--- src/rtl/mavsd_pkg.sv ---
package mavsd_pkg;

  typedef enum logic {
    CS_IDLE = 1'b0,
    CS_SUM  = 1'b1
  } chan_state_e;

endpackage

--- src/rtl/mavsd_chan_avg.sv ---
module mavsd_chan_avg
  import mavsd_pkg::*;
#(
  parameter int SMP_W = 12,
  parameter int NCH   = 4
) (
  input  logic                    clk,
  input  logic                    rst,
  input  logic                    stb,
  input  logic [NCH*SMP_W-1:0]    smp_bus,
  output logic                    busy,
  output logic                    vc_valid,
  output logic signed [SMP_W-1:0] vc_data
);
  localparam int SHIFT = $clog2(NCH);
  localparam int SUM_W = SMP_W + SHIFT;
  localparam int IDX_W = (SHIFT > 0) ? SHIFT : 1;

  chan_state_e             state;
  logic [IDX_W-1:0]        idx;
  logic signed [SMP_W-1:0] cap [NCH];
  logic signed [SUM_W-1:0] csum;
  logic signed [SMP_W-1:0] cur;
  logic signed [SUM_W-1:0] sum_nx;

  assign busy   = (state == CS_SUM);
  assign cur    = cap[idx];
  assign sum_nx = csum + SUM_W'(cur);

  always_ff @(posedge clk) begin
    if (rst) begin
      for (int k = 0; k < NCH; k++) cap[k] <= '0;
    end else if (state == CS_IDLE && stb) begin
      for (int k = 0; k < NCH; k++) cap[k] <= smp_bus[k*SMP_W +: SMP_W];
    end
  end

  always_ff @(posedge clk) begin
    if (rst) begin
      state    <= CS_IDLE;
      idx      <= '0;
      csum     <= '0;
      vc_valid <= 1'b0;
      vc_data  <= '0;
    end else begin
      vc_valid <= 1'b0;
      case (state)
        CS_IDLE: begin
          if (stb) begin
            state <= CS_SUM;
            idx   <= '0;
            csum  <= '0;
          end
        end
        default: begin
          csum <= sum_nx;
          idx  <= idx + 1'b1;
          if (idx == IDX_W'(NCH - 1)) begin
            state    <= CS_IDLE;
            vc_valid <= 1'b1;
            vc_data  <= sum_nx[SUM_W-1:SHIFT];
          end
        end
      endcase
    end
  end

  assert_vc_pulse_R9: assert property (@(posedge clk) disable iff (rst)
    vc_valid |=> !vc_valid);

  assert_vc_after_busy_R9: assert property (@(posedge clk) disable iff (rst)
    $rose(vc_valid) |-> !busy && $past(busy));

endmodule

--- src/rtl/mavsd_abs.sv ---
module mavsd_abs #(
  parameter int W = 12
) (
  input  logic signed [W-1:0] din,
  output logic [W-2:0]        mag
);
  localparam logic signed [W-1:0] MOST_NEG = {1'b1, {(W-1){1'b0}}};

  logic [W-1:0] neg;

  assign neg = ~din + 1'b1;

  always_comb begin
    if (din == MOST_NEG) mag = '1;
    else if (din[W-1])   mag = neg[W-2:0];
    else                 mag = din[W-2:0];
  end

endmodule

--- src/rtl/mavsd_window.sv ---
module mavsd_window #(
  parameter int MAG_W   = 11,
  parameter int WIN_LEN = 32,
  parameter int ACC_W   = 16
) (
  input  logic             clk,
  input  logic             rst,
  input  logic             in_valid,
  input  logic [MAG_W-1:0] mag,
  input  logic [ACC_W-1:0] thr,
  output logic [ACC_W-1:0] mav_sum,
  output logic             mav_valid,
  output logic             wake
);
  localparam int CNT_W = (WIN_LEN > 1) ? $clog2(WIN_LEN) : 1;
  localparam logic [ACC_W:0] SUM_CAP =
    (ACC_W+1)'(WIN_LEN) * (ACC_W+1)'((1 << MAG_W) - 1);

  logic [ACC_W-1:0] acc;
  logic [ACC_W-1:0] acc_nx;
  logic [CNT_W-1:0] cnt;
  logic             last;

  assign acc_nx = acc + ACC_W'(mag);
  assign last   = (cnt == CNT_W'(WIN_LEN - 1));

  always_ff @(posedge clk) begin
    if (rst) begin
      acc       <= '0;
      cnt       <= '0;
      mav_sum   <= '0;
      mav_valid <= 1'b0;
      wake      <= 1'b0;
    end else begin
      mav_valid <= 1'b0;
      if (in_valid) begin
        if (last) begin
          mav_sum   <= acc_nx;
          mav_valid <= 1'b1;
          wake      <= (acc_nx >= thr);
          acc       <= '0;
          cnt       <= '0;
        end else begin
          acc <= acc_nx;
          cnt <= cnt + 1'b1;
        end
      end
    end
  end

  assert_valid_pulse_R4: assert property (@(posedge clk) disable iff (rst)
    mav_valid |=> !mav_valid);

  assert_wake_hold_R7: assert property (@(posedge clk) disable iff (rst)
    !mav_valid |-> $stable(wake) && $stable(mav_sum));

  assert_wake_decision_R5: assert property (@(posedge clk) disable iff (rst)
    mav_valid |-> (wake == (mav_sum >= thr)));

  assert_no_overflow_R11: assert property (@(posedge clk) disable iff (rst)
    mav_valid |-> ({1'b0, mav_sum} <= SUM_CAP));

endmodule

--- src/rtl/mav_silence_detector.sv ---
module mav_silence_detector #(
  parameter  int SMP_W   = 12,
  parameter  int NCH     = 4,
  parameter  int WIN_LEN = 32,
  localparam int MAG_W   = SMP_W - 1,
  localparam int ACC_W   = MAG_W + $clog2(WIN_LEN)
) (
  input  logic                 clk,
  input  logic                 rst,
  input  logic                 smp_stb,
  input  logic [NCH*SMP_W-1:0] smp_bus,
  input  logic                 thr_wr,
  input  logic [ACC_W-1:0]     thr_in,
  output logic [ACC_W-1:0]     mav_sum,
  output logic                 mav_valid,
  output logic                 wake
);
  logic                    busy;
  logic                    vc_valid;
  logic signed [SMP_W-1:0] vc_data;
  logic [MAG_W-1:0]        vc_mag;
  logic [ACC_W-1:0]        thr_q;
  logic                    idle;

  assign idle = !busy && !vc_valid;

  always_ff @(posedge clk) begin
    if (rst)                 thr_q <= '0;
    else if (thr_wr && idle) thr_q <= thr_in;
  end

  mavsd_chan_avg #(.SMP_W(SMP_W), .NCH(NCH)) u_avg (
    .clk      (clk),
    .rst      (rst),
    .stb      (smp_stb),
    .smp_bus  (smp_bus),
    .busy     (busy),
    .vc_valid (vc_valid),
    .vc_data  (vc_data)
  );

  mavsd_abs #(.W(SMP_W)) u_abs (
    .din (vc_data),
    .mag (vc_mag)
  );

  mavsd_window #(.MAG_W(MAG_W), .WIN_LEN(WIN_LEN), .ACC_W(ACC_W)) u_win (
    .clk       (clk),
    .rst       (rst),
    .in_valid  (vc_valid),
    .mag       (vc_mag),
    .thr       (thr_q),
    .mav_sum   (mav_sum),
    .mav_valid (mav_valid),
    .wake      (wake)
  );

  assert_thr_hold_R10: assert property (@(posedge clk) disable iff (rst)
    !idle |=> $stable(thr_q));

endmodule

--- config.mk ---
export PLATFORM = sky130hd
export DESIGN_NAME = mav_silence_detector
export DESIGN_NICKNAME = d
export VERILOG_FILES = /design/src/rtl/mavsd_pkg.sv /design/src/rtl/mavsd_chan_avg.sv /design/src/rtl/mavsd_abs.sv /design/src/rtl/mavsd_window.sv /design/src/rtl/mav_silence_detector.sv
export SDC_FILE = /design/constraint.sdc
export NUM_CORES = 1
export LEC_CHECK = 0
export BUFFER_PORTS_ARGS = -buffer_cell sky130_fd_sc_hd__buf_2
export CAP_MARGIN = 25
export CELL_PAD_IN_SITES_DETAIL_PLACEMENT = 0
export CELL_PAD_IN_SITES_GLOBAL_PLACEMENT = 1
export CORE_ASPECT_RATIO = 0.6
export CORE_UTILIZATION = 46
export DETAILED_ROUTE_END_ITERATION = 8
export PLACE_DENSITY_LB_ADDON = 0.1
export SLEW_MARGIN = 20
export SYNTH_ARGS = -nofsm -noshare
export SYNTH_HDL_FRONTEND = slang
export SYNTH_HIERARCHICAL = 1
export SYNTH_SLANG_ARGS = --single-unit
--- constraint.sdc ---
create_clock -name clk -period 4.5 [get_ports clk]
set_input_delay 0.225 -clock clk [delete_from_list [all_inputs] [get_ports clk]]
set_output_delay 0.225 -clock clk [all_outputs]
set_load 0.03 [all_outputs]
==> impl_metrics.toml <==
[run_status]
outcome = "finished clean"

[place]
place.gp.congestion = 0.938
dp.cells = 982
io_buffers = 85
pre_cts_ws_ns = -0.123
dpl_cell_area_um2 = 7930
dpl.hpwl_um = 12300

[final_layout]
diodes = 0
fin_util_pct = 56.1
final_cell_area_um2 = 8640
drive_gt1_share_pct = 23.0
final_cell_count_no_fill = 1019
fillers = 1368
fin_nets = 917
synthToLayoutAreaGrowth_pct = 18.7

[synth]
synth_common_cells = "dfxtp_1, and2_1, nor2_1"
synth_area_um2 = 7280
netlist_top_cells_area = "dfxtp_1, edfxtp_1, ha_1"
synth_area_per_cell_um2 = 10.2
synth_edf_count = 48
synth.net_count = 825
synth_async_sr_flop_share_pct = 0
synth_top_area_share_pct = 23.9
ys_types = 70
synth_flop_cell = "dfxtp_1"
yosys.area.top_type = "dfxtp_1"
syn_inst = 711
ys_seq_area_share_pct = 43.7
ys.warnings.count = 6
synth.most_common_cell = "dfxtp_1"
ys_ff_latch = 135

[job]
maxCapViolCount = 0

[grt]
grtUsageTotal_pct = 21.9
grt_pass1_vias = 5269
use_met3_pct = 4.25
grt_pass1_wl_um = 27300
antenna_found_initial = 0
use_met1_pct = 35.4
overflow = 0
top_usage_layer = "met1"
groute.layer.met2.usage_pct = 29.4
grt_max_degree = 79

[timing]
tns_ns = 0
max_slew_margin_pct = 33.3
clock_skew_ns = 0.0308
fin_ws_ns = 0.133
drv_slew = 0
fin_hold_ws_ns = 0.0643
hold_viol = 0
fin_crit_sh_pct = 97.0
worst_pin_slew_ns = 1.00
fin_crit_ns = 4.37
setup_violations = 0
fmaxAchievable_mhz = 229

[route]
drc_errors = 0
drtIter0Drc = 331
wl_per_cell_um = 16.5
vias = 5389
via_per_inst = 5.29
routed_wl_um = 16800
ant_nets = 0
dr.pass1.iters = 4

[setup_path]
crit_buf_inv = 1
cp_cell_sequence = "inv_2, ha_2, or3b_4, nor3_4, nand2b_4, mux2i_1, ha_2, a21o_1, a21o_1, o31a_1, o21ai_0, o31a_1, ha_4, a21oi_2, nor2b_1, o21ai_1, a21oi_1, a2111oi_1, a211oi_1"
r2r_start = "u_avg/vc_data[1]"
r2r_setup_slack_ns = 0.13
slowest_stage = "or3b_4"
max_stage_delay_ns = 0.42
required_ns = 4.77
crit_type = "reg2reg"
r2r_cells = 19
reg2reg_to = "u_win/wake"
cp-start-kind = "flip-flop"
arrival_ns = 4.63
end_kind = "flip-flop"
path_max_fanout = 5
cpLargestDelayFamily = "compound AO/OA/AOI/OAI gates"

[worst_hold_path]
hp-class = "in2reg"
hold_end = "u_avg/cap[2][0]"
hold_start = "smp_bus[24]"
min_path_cells = 2

[die]
die_w_um = 164
num_rows = 35
io_pins = 86
initial_core_util_pct = 47.2
fp.dieH_um = 99.5
core_um2 = 15400
die-area_um2 = 16400

[clocking]
clock_latency_ns = 0.43
cts-root-buf = "clkbuf_16"
ctsLongestPathBuffers = 2
ctsHoldBuffers = 0
numCtsBuffers = 17
htreeDepth = 4
cts_tree = "built"
clk_pin_slew_ns = 0.07
clkSinkCount = 135

[pwr]
power_mw = 3.04
vdd_ir_drop_max_mv = 0.188
leakagePower_nw = 3.73
power_density_nw_per_um2 = 352
## report_power, final
| group | leakage (nW) | switching (mW) | internal [mW] |
|---|---|---|---|
| clock network | 0.276 | 0.607 | 0.785 |
| registers | 1.22 | 0.0294 | 1.32 |
| logic | 2.23 | 0.158 | 0.138 |
| total | 3.73 | 0.795 | 2.24 |
## what timing repair did
| action | 4_1_cts | 5_1_grt |
|---|---|---|
| pin swaps | 1 | 7 |
| endpoints found under the setup margin | 1 | 1 |
| hold endpoints to repair | 0 | 0 |
| buffers inserted | 0 | 5 |
| gates resized for setup | 2 | 20 |
| cloned | 0 | 0 |
## layer usage
layer | routed length [um] | part of all wire, % | vias to the layer above
met5 | 0 | 0 | -
met4 | 74 | 0.44 | 0
met3 | 560 | 3.3 | 8
met2 | 6510 | 39 | 107
met1 | 9700 | 58 | 2537
li1 | - | - | 2737
## layout by cell type (no fill, tap or decap), types with 8 or more instances in the layout
master	synthesis	final
edfxtp_1	48	48
nor2b_1	8	8
a21o_1	15	15
nor2_1	50	48
a21oi_1	38	36
buf_2	4	86
o21a_1	10	10
nor3b_1	8	8
clkbuf_16	0	17
xnor2_1	14	13
dfxtp_1	87	87
buf_4	1	17
nor3_1	10	9
mux2i_1	22	22
nand2b_1	47	45
mux4_2	12	12
ha_1	44	41
and2_1	50	50
xor2_1	16	15
o21ai_0	16	14
a22o_1	20	20
nand2_1	48	48
inv_1	25	23
## flip-flops by register name, indices dropped and copies added, names as in the netlist, 2 cells and up, named ones only
signal / cells
u_win/acc: 16
u_avg/idx: 2
u_avg/csum: 14
u_avg/vc_data: 12
u_avg/cap: 48
u_win/mav_sum: 16
thr_q: 16
u_win/cnt: 5
## how the worst max path moves through the flow
stage,start,to,slack [ns],cells after the start
6_report,u_avg/vc_data[1],u_win/wake,0.13,19
5_1_grt,u_avg/vc_data[0],u_win/wake,-0.02,19
4_1_cts,u_avg/vc_data[1],u_win/wake,0.0003,19
3_5_place_dp,u_avg/vc_data[0],u_win/wake,-0.12,19
3_3_place_gp,u_avg/vc_data[0],u_win/wake,0.07,19
2_1_floorplan,u_avg/vc_data[0],u_win/wake,0.44,19
## final cells by class
class | instances | area, um^2 | share of cell area (%)
multi-input cells | 519 | 3950 | 45.6
clock buffers | 17 | 425 | 4.92
repair buffers | 104 | 578 | 6.69
well taps | 203 | 254 | 2.94
flip-flops and latches | 135 | 3180 | 36.8
inverters | 26 | 97.6 | 1.13
clock inverters | 15 | 160 | 1.85
## kinds of logic after synthesis
family                     synth area share, %
and+or+nand+nor                           19.5
AOI/OAI and AO/OA                         14.7
DFF                                       43.7
buffers and inverters                     3.38
adders and majority gates                 8.11
muxes                                     6.94
xor gates and xnor gates                  3.61
Power figures use the tool's default switching activity.
